### src/rtl/raster_pkg.sv
package raster_pkg;

  typedef enum logic [1:0] {
    ST_IDLE = 2'd0,
    ST_VBL  = 2'd1,
    ST_ACT  = 2'd2,
    ST_HBL  = 2'd3
  } raster_st_e;

  typedef enum logic [1:0] {
    TAG_GR = 2'b00,
    TAG_R  = 2'b01,
    TAG_B  = 2'b10,
    TAG_GB = 2'b11
  } bayer_tag_e;

endpackage

### src/rtl/raster_cfg_latch.sv
module raster_cfg_latch #(
  parameter int COL_W = 11,
  parameter int ROW_W = 11,
  parameter int BLK_W = 12
) (
  input  logic             clk,
  input  logic             rst_n,
  input  logic             load,
  input  logic [COL_W-1:0] col_start,
  input  logic [ROW_W-1:0] row_start,
  input  logic [COL_W-1:0] col_size,
  input  logic [ROW_W-1:0] row_size,
  input  logic [BLK_W-1:0] h_blank,
  input  logic [BLK_W-1:0] v_blank,
  output logic [COL_W-1:0] cfg_c0,
  output logic [ROW_W-1:0] cfg_r0,
  output logic [COL_W-1:0] cfg_c1,
  output logic [ROW_W-1:0] cfg_r1,
  output logic [BLK_W-1:0] cfg_hb,
  output logic [BLK_W-1:0] cfg_vb
);

  logic [COL_W-1:0] c0_d, c1_d;
  logic [ROW_W-1:0] r0_d, r1_d;

  // Legalise the window, then precompute the last column and row
  always_comb begin
    c0_d = {col_start[COL_W-1:1], 1'b0};
    r0_d = {row_start[ROW_W-1:1], 1'b0};
    c1_d = c0_d + {col_size[COL_W-1:1], 1'b1};
    r1_d = r0_d + {row_size[ROW_W-1:1], 1'b1};
  end

  always_ff @(posedge clk or negedge rst_n) begin
    if (!rst_n) begin
      cfg_c0 <= '0;
      cfg_r0 <= '0;
      cfg_c1 <= '0;
      cfg_r1 <= '0;
      cfg_hb <= '0;
      cfg_vb <= '0;
    end else if (load) begin
      cfg_c0 <= c0_d;
      cfg_r0 <= r0_d;
      cfg_c1 <= c1_d;
      cfg_r1 <= r1_d;
      cfg_hb <= h_blank;
      cfg_vb <= v_blank;
    end
  end

endmodule

### src/rtl/raster_seq.sv
module raster_seq
  import raster_pkg::*;
#(
  parameter int COL_W = 11,
  parameter int ROW_W = 11,
  parameter int BLK_W = 12
) (
  input  logic             clk,
  input  logic             rst_n,
  input  logic             pix_en,
  input  logic [COL_W-1:0] cfg_c0,
  input  logic [ROW_W-1:0] cfg_r0,
  input  logic [COL_W-1:0] cfg_c1,
  input  logic [ROW_W-1:0] cfg_r1,
  input  logic [BLK_W-1:0] cfg_hb,
  input  logic [BLK_W-1:0] cfg_vb,
  output logic             load,
  output logic             fv,
  output logic             lv,
  output logic             eof,
  output logic [COL_W-1:0] col,
  output logic [ROW_W-1:0] row
);

  raster_st_e       st_q, st_d;
  logic [COL_W-1:0] col_q, col_d;
  logic [ROW_W-1:0] row_q, row_d;
  logic [BLK_W-1:0] bcnt_q, bcnt_d;
  logic             eof_q;
  logic             adv_load, adv_eof;

  // Next position, computed as if this cycle were a tick
  always_comb begin
    st_d     = st_q;
    col_d    = col_q;
    row_d    = row_q;
    bcnt_d   = bcnt_q;
    adv_load = 1'b0;
    adv_eof  = 1'b0;
    unique case (st_q)
      ST_IDLE: begin
        st_d     = ST_VBL;
        bcnt_d   = '0;
        adv_load = 1'b1;
      end
      ST_VBL: begin
        if (bcnt_q == cfg_vb) begin
          st_d  = ST_ACT;
          col_d = cfg_c0;
          row_d = cfg_r0;
        end else begin
          bcnt_d = bcnt_q + 1'b1;
        end
      end
      ST_ACT: begin
        if (col_q == cfg_c1) begin
          bcnt_d = '0;
          if (row_q == cfg_r1) begin
            st_d     = ST_VBL;
            adv_load = 1'b1;
            adv_eof  = 1'b1;
          end else begin
            st_d = ST_HBL;
          end
        end else begin
          col_d = col_q + 1'b1;
        end
      end
      ST_HBL: begin
        if (bcnt_q == cfg_hb) begin
          st_d  = ST_ACT;
          col_d = cfg_c0;
          row_d = row_q + 1'b1;
        end else begin
          bcnt_d = bcnt_q + 1'b1;
        end
      end
      default: st_d = ST_IDLE;
    endcase
  end

  assign load = pix_en & adv_load;

  always_ff @(posedge clk or negedge rst_n) begin
    if (!rst_n) begin
      st_q   <= ST_IDLE;
      col_q  <= '0;
      row_q  <= '0;
      bcnt_q <= '0;
    end else if (pix_en) begin
      st_q   <= st_d;
      col_q  <= col_d;
      row_q  <= row_d;
      bcnt_q <= bcnt_d;
    end
  end

  always_ff @(posedge clk or negedge rst_n) begin
    if (!rst_n) eof_q <= 1'b0;
    else        eof_q <= pix_en & adv_eof;
  end

  assign fv  = (st_q == ST_ACT) || (st_q == ST_HBL);
  assign lv  = (st_q == ST_ACT);
  assign eof = eof_q;
  assign col = col_q;
  assign row = row_q;


  line_start_col_chk: assert property (@(posedge clk) disable iff (!rst_n)
    $rose(lv) |-> (col_q == cfg_c0));


  window_col_chk: assert property (@(posedge clk) disable iff (!rst_n)
    lv |-> (col_q >= cfg_c0) && (col_q <= cfg_c1));


  window_row_chk: assert property (@(posedge clk) disable iff (!rst_n)
    lv |-> (row_q >= cfg_r0) && (row_q <= cfg_r1));


  eof_pulse_chk: assert property (@(posedge clk) disable iff (!rst_n)
    eof_q |-> (!lv && $past(lv)));


  hold_on_idle_chk: assert property (@(posedge clk) disable iff (!rst_n)
    !pix_en |=> ($stable(col_q) && $stable(row_q) && $stable(st_q) && !eof_q));

endmodule

### src/rtl/raster_bayer.sv
module raster_bayer
  import raster_pkg::*;
(
  input  logic       col_lsb,
  input  logic       row_lsb,
  output logic [1:0] tag
);

  bayer_tag_e tag_e;

  always_comb begin
    unique case ({row_lsb, col_lsb})
      2'b00:   tag_e = TAG_GR;
      2'b01:   tag_e = TAG_R;
      2'b10:   tag_e = TAG_B;
      default: tag_e = TAG_GB;
    endcase
  end

  assign tag = tag_e;

endmodule

### src/rtl/raster_window_gen.sv
module raster_window_gen #(
  parameter int COL_W = 11,
  parameter int ROW_W = 11,
  parameter int BLK_W = 12
) (
  input  logic             clk,
  input  logic             rst_n,
  input  logic             pix_en,
  input  logic [COL_W-1:0] col_start,
  input  logic [ROW_W-1:0] row_start,
  input  logic [COL_W-1:0] col_size,
  input  logic [ROW_W-1:0] row_size,
  input  logic [BLK_W-1:0] h_blank,
  input  logic [BLK_W-1:0] v_blank,
  output logic             frame_valid,
  output logic             line_valid,
  output logic [COL_W-1:0] pix_col,
  output logic [ROW_W-1:0] pix_row,
  output logic [1:0]       bayer_tag,
  output logic             frame_end
);

  logic             rst_meta_n, rst_sync_n;
  logic             load;
  logic [COL_W-1:0] cfg_c0, cfg_c1;
  logic [ROW_W-1:0] cfg_r0, cfg_r1;
  logic [BLK_W-1:0] cfg_hb, cfg_vb;

  // Asynchronous assertion, synchronous release
  always_ff @(posedge clk or negedge rst_n) begin
    if (!rst_n) begin
      rst_meta_n <= 1'b0;
      rst_sync_n <= 1'b0;
    end else begin
      rst_meta_n <= 1'b1;
      rst_sync_n <= rst_meta_n;
    end
  end

  raster_cfg_latch #(.COL_W(COL_W), .ROW_W(ROW_W), .BLK_W(BLK_W)) u_cfg (
    .clk       (clk),
    .rst_n     (rst_sync_n),
    .load      (load),
    .col_start (col_start),
    .row_start (row_start),
    .col_size  (col_size),
    .row_size  (row_size),
    .h_blank   (h_blank),
    .v_blank   (v_blank),
    .cfg_c0    (cfg_c0),
    .cfg_r0    (cfg_r0),
    .cfg_c1    (cfg_c1),
    .cfg_r1    (cfg_r1),
    .cfg_hb    (cfg_hb),
    .cfg_vb    (cfg_vb)
  );

  raster_seq #(.COL_W(COL_W), .ROW_W(ROW_W), .BLK_W(BLK_W)) u_seq (
    .clk    (clk),
    .rst_n  (rst_sync_n),
    .pix_en (pix_en),
    .cfg_c0 (cfg_c0),
    .cfg_r0 (cfg_r0),
    .cfg_c1 (cfg_c1),
    .cfg_r1 (cfg_r1),
    .cfg_hb (cfg_hb),
    .cfg_vb (cfg_vb),
    .load   (load),
    .fv     (frame_valid),
    .lv     (line_valid),
    .eof    (frame_end),
    .col    (pix_col),
    .row    (pix_row)
  );

  raster_bayer u_bayer (
    .col_lsb (pix_col[0]),
    .row_lsb (pix_row[0]),
    .tag     (bayer_tag)
  );


  lv_in_frame_chk: assert property (@(posedge clk) disable iff (!rst_sync_n)
    line_valid |-> frame_valid);


  cfg_hold_chk: assert property (@(posedge clk) disable iff (!rst_sync_n)
    frame_valid |-> ($stable(cfg_c0) && $stable(cfg_c1) && $stable(cfg_r0) &&
                     $stable(cfg_r1) && $stable(cfg_hb) && $stable(cfg_vb)));


  even_origin_chk: assert property (@(posedge clk) disable iff (!rst_sync_n)
    $rose(frame_valid) |-> (pix_col[0] == 1'b0 && pix_row[0] == 1'b0));

endmodule

### config.mk
export PLATFORM = sky130hd
export DESIGN_NAME = raster_window_gen
export DESIGN_NICKNAME = d
export VERILOG_FILES = /design/src/rtl/raster_pkg.sv /design/src/rtl/raster_cfg_latch.sv /design/src/rtl/raster_seq.sv /design/src/rtl/raster_bayer.sv /design/src/rtl/raster_window_gen.sv
export SDC_FILE = /design/constraint.sdc
export NUM_CORES = 1
export LEC_CHECK = 0
export BUFFER_PORTS_ARGS = -buffer_cell sky130_fd_sc_hd__buf_2
export CAP_MARGIN = 20
export CELL_PAD_IN_SITES_DETAIL_PLACEMENT = 1
export CELL_PAD_IN_SITES_GLOBAL_PLACEMENT = 1
export CORE_ASPECT_RATIO = 1.2
export CORE_MARGIN = 2
export CORE_UTILIZATION = 42
export DETAILED_ROUTE_END_ITERATION = 16
export GPL_TIMING_DRIVEN = 0
export PLACE_DENSITY = 0.74
export SYNTH_ARGS = -nofsm -noshare
export SYNTH_HDL_FRONTEND = slang
export SYNTH_SLANG_ARGS = --single-unit
### constraint.sdc
create_clock -name clk -period 6.2 [get_ports clk]
set_clock_uncertainty 0.2 [all_clocks]
set_input_delay 1.55 -clock clk [delete_from_list [all_inputs] [get_ports clk]]
set_output_delay 1.55 -clock clk [all_outputs]
set_load 0.02 [all_outputs]
==> flow_summary.json <==
{
  "cts_setup_buffers": 0,
  "leading_cell_type_in_the_layout_fill_and_taps_excluded": "sky130_fd_sc_hd__dfrtp_1",
  "timing.max_slew.rel_slack_pct": 57.7,
  "synth.top_cell.area_share_pct": 41.8,
  "clock_insertion_delay_worst_skew_ps": 350,
  "initial_utilization_pct": 43.2,
  "floorplan.die.height_um": 137,
  "layout_worst_path_cycle_share_pct": 62.6,
  "ys_async_sr_fraction_pct": 100,
  "synth_enable_flop_cells": 0,
  "ys_dominant_reg_cell": "sky130_fd_sc_hd__dfrtp_1",
  "crit_arrival_ps": 2130,
  "cts-hold-fix-buffers": 0,
  "status": "complete, no violations",
  "dp_worst_setup_slack_ps": 2270,
  "layout_common_cells": "103 x sky130_fd_sc_hd__dfrtp_1, 97 x sky130_fd_sc_hd__buf_2, 51 x sky130_fd_sc_hd__mux2_4",
  "drive_gt1_share_pct": 29.7,
  "post-dp-hpwl_mm": 12.9,
  "cp-start-kind": "flip-flop",
  "core_area_um2": 14400,
  "first_global_vias": 5276,
  "n_antenna_cell": 0,
  "hp-class": "flip-flop to asynchronous set/reset pin",
  "met3WireLength_um": 454,
  "cts-root-buf": "sky130_fd_sc_hd__clkbuf_16",
  "synth_sequential_area_ratio_pct": 41.8,
  "drtAntennaViolNets": 0,
  "grt_first_pass_wirelength_mm": 27.3,
  "area_growth_pct": 16.4,
  "unique_masters_post_synth": 57,
  "postLayoutSetupSlackWorst_ps": 2320,
  "nNetsFinal": 773,
  "final.setup.tns_ps": 0,
  "die_area_um2": 15800,
  "grt-ovfl-total": 0,
  "vias": 4882,
  "cts_tree": "yes",
  "synth_top_cell_by_area": "sky130_fd_sc_hd__dfrtp_1",
  "grt_start_max_net_pins": 59,
  "total_power_mw": 2.50,
  "cts-buffers-inserted": 9,
  "viasPerCell": 5.68,
  "antenna_found_initial": 0,
  "min_period_ps": 3880,
  "ctsHtreeMaxLevel": 3,
  "highest-signal-layer": "met4",
  "worst-slew-pin-transition_ps": 634,
  "timing.final.max_slew_violations": 0,
  "synthesis.area_per_instance_um2": 10.8,
  "cts_max_path_buffers": 2,
  "place_congestion": 0.906,
  "final_cell_count_no_fill": 859,
  "wl_mm": 16.9,
  "synthesis.area_um2": 6220,
  "metal2_wl_mm": 8.77,
  "cts_num_sinks": 104,
  "post_synth_main_area_contributors": "sky130_fd_sc_hd__dfrtp_1 42%, sky130_fd_sc_hd__mux2_4 12%, sky130_fd_sc_hd__ha_1 4.2%, sky130_fd_sc_hd__xor2_1 4.2%, sky130_fd_sc_hd__xnor2_1 3.9%",
  "drt-initial-drc-count": 229,
  "post_cts_resized": 0,
  "critical_path.endpoint_type": "primary output",
  "detail_route.wl_per_cell_um": 19.6,
  "design.portCount": 98,
  "post-route-util_pct": 50.3,
  "detailedRoute.firstPassIterationCount": 4,
  "final-setup-viol-count": 0,
  "cts.clk_slew.worst_paths_ps": 70,
  "worst_ep_required_time_ps": 4450,
  "port_buffers": 93,
  "power.density_cell_area_nw_per_um2": 345,
  "floorplan.die.width_um": 115,
  "p_leak_nw": 3.48,
  "path_max_fanout": 10,
  "track_usage_pct": 22.2,
  "synthesis.nets": 668,
  "rows": 48,
  "worst_ir_drop_vdd_mv": 0.155,
  "grt_setup_unrepaired": "false",
  "hold_violations": 0,
  "numPlacedInstances": 843,
  "postSynthRegisterBits": 104,
  "max_freq_mhz": 258,
  "synth-warning-count": 0,
  "netlist_instances": 574,
  "drc": 0,
  "timing.setup.critical_path_class": "flip-flop to primary output",
  "maxCapViolations": 0,
  "routed_metal_1_wire_length_mm": 7.28
}
[synthesized netlist by cell type (all sizes together) (11+ instances only)]
master	n
nand2	33
xnor2	28
buf	20
a21oi	43
xor2	30
nor3	13
nor2	25
dfrtp	104
a31oi	12
inv	12
clkbuf	12
nand4	13
o21ai	41
ha	21
mux2	63
nand3	11
[power by group]
part           switching [mW]  total, mW  leakage (nW)  internal, mW
clock network           0.264      0.589         0.141         0.325
logic                   0.385      0.817          2.03         0.433
registers               0.216       1.09          1.31         0.876
[worst paths after layout]
check	startpoint	endpoint	slack [ps]	depth (start not counted)
min	rst_sync_n$_DFF_PN0_	u_cfg.cfg_c0[3]$_DFFE_PN0P_	140	0
max in group asynchronous	rst_n	rst_sync_n$_DFF_PN0_	4900	1
max reg2reg	u_seq.bcnt_q[2]$_DFFE_PN0P_	u_seq.col[5]$_DFFE_PN0P_	3620	9
min in group clk	rst_meta_n$_DFF_PN0_	rst_sync_n$_DFF_PN0_	160	0
max	u_seq.st_q[0]$_DFFE_PN0P_	line_valid	2320	5
min reg2reg	rst_sync_n$_DFF_PN0_	u_cfg.cfg_c0[3]$_DFFE_PN0P_	140	0
[area by class of cell]
cell class	instances	area, um^2
repair buffers	94	493
multi-input cells	425	3340
flip-flops and latches	104	2610
clock inverters	6	66.3
plain buffers	32	234
clock buffers	10	239
fillers	1608	7170
inverters	13	48.8
well taps	175	219
[kinds of logic (layout without fill, tap and decap cells)]
group,count (synthesis),after routing,share of synthesized area (%)
XOR/XNOR,58,58,8.16
buffers and inverters,45,155,4.54
AO/OA/AOI/OAI,133,133,12.9
flip-flops,104,104,41.8
adder cells (fa/ha/maj),23,23,4.87
other,1,1,0.0603
multiplexers,66,66,15.0
AND/OR/NAND/NOR,144,144,12.6
[worst max-delay path, cell delays in order, from the launching register on]
cell	delay [ps]
sky130_fd_sc_hd__dfrtp_1	340
sky130_fd_sc_hd__clkbuf_1	330
sky130_fd_sc_hd__nand2b_1	270
sky130_fd_sc_hd__clkinv_1	300
sky130_fd_sc_hd__clkbuf_1	320
sky130_fd_sc_hd__buf_2	230
[sequential cells by signal, indices dropped and copies added (netlist names)]
signal and cells:
rst_meta_n 1, rst_sync_n 1, u_cfg.cfg_c0 10, u_cfg.cfg_c1 11
u_cfg.cfg_hb 12, u_cfg.cfg_r0 10, u_cfg.cfg_r1 10, u_cfg.cfg_vb 12
u_seq.bcnt_q 12, u_seq.col 11, u_seq.eof 1, u_seq.row 11
u_seq.st_q 2
[through the flow]
stage / area (um^2) / hold WS (ps)
floorplan: 6220 / 131
global placement: 6910 / 137
detailed placement: 6940 / 147
CTS: 7240 / 163
global route: 7240 / 180
finish: 7240 / 144
[per-layer routing]
layer / global-route usage [%] / vias up
li1: - / 2288
met1: 27.1 / 2471
met2: 40.1 / 100
met3: 2.55 / 23
met4: 8.37 / 0
met5: 0 / -
Note: power is estimated with default switching activity, not from simulation.
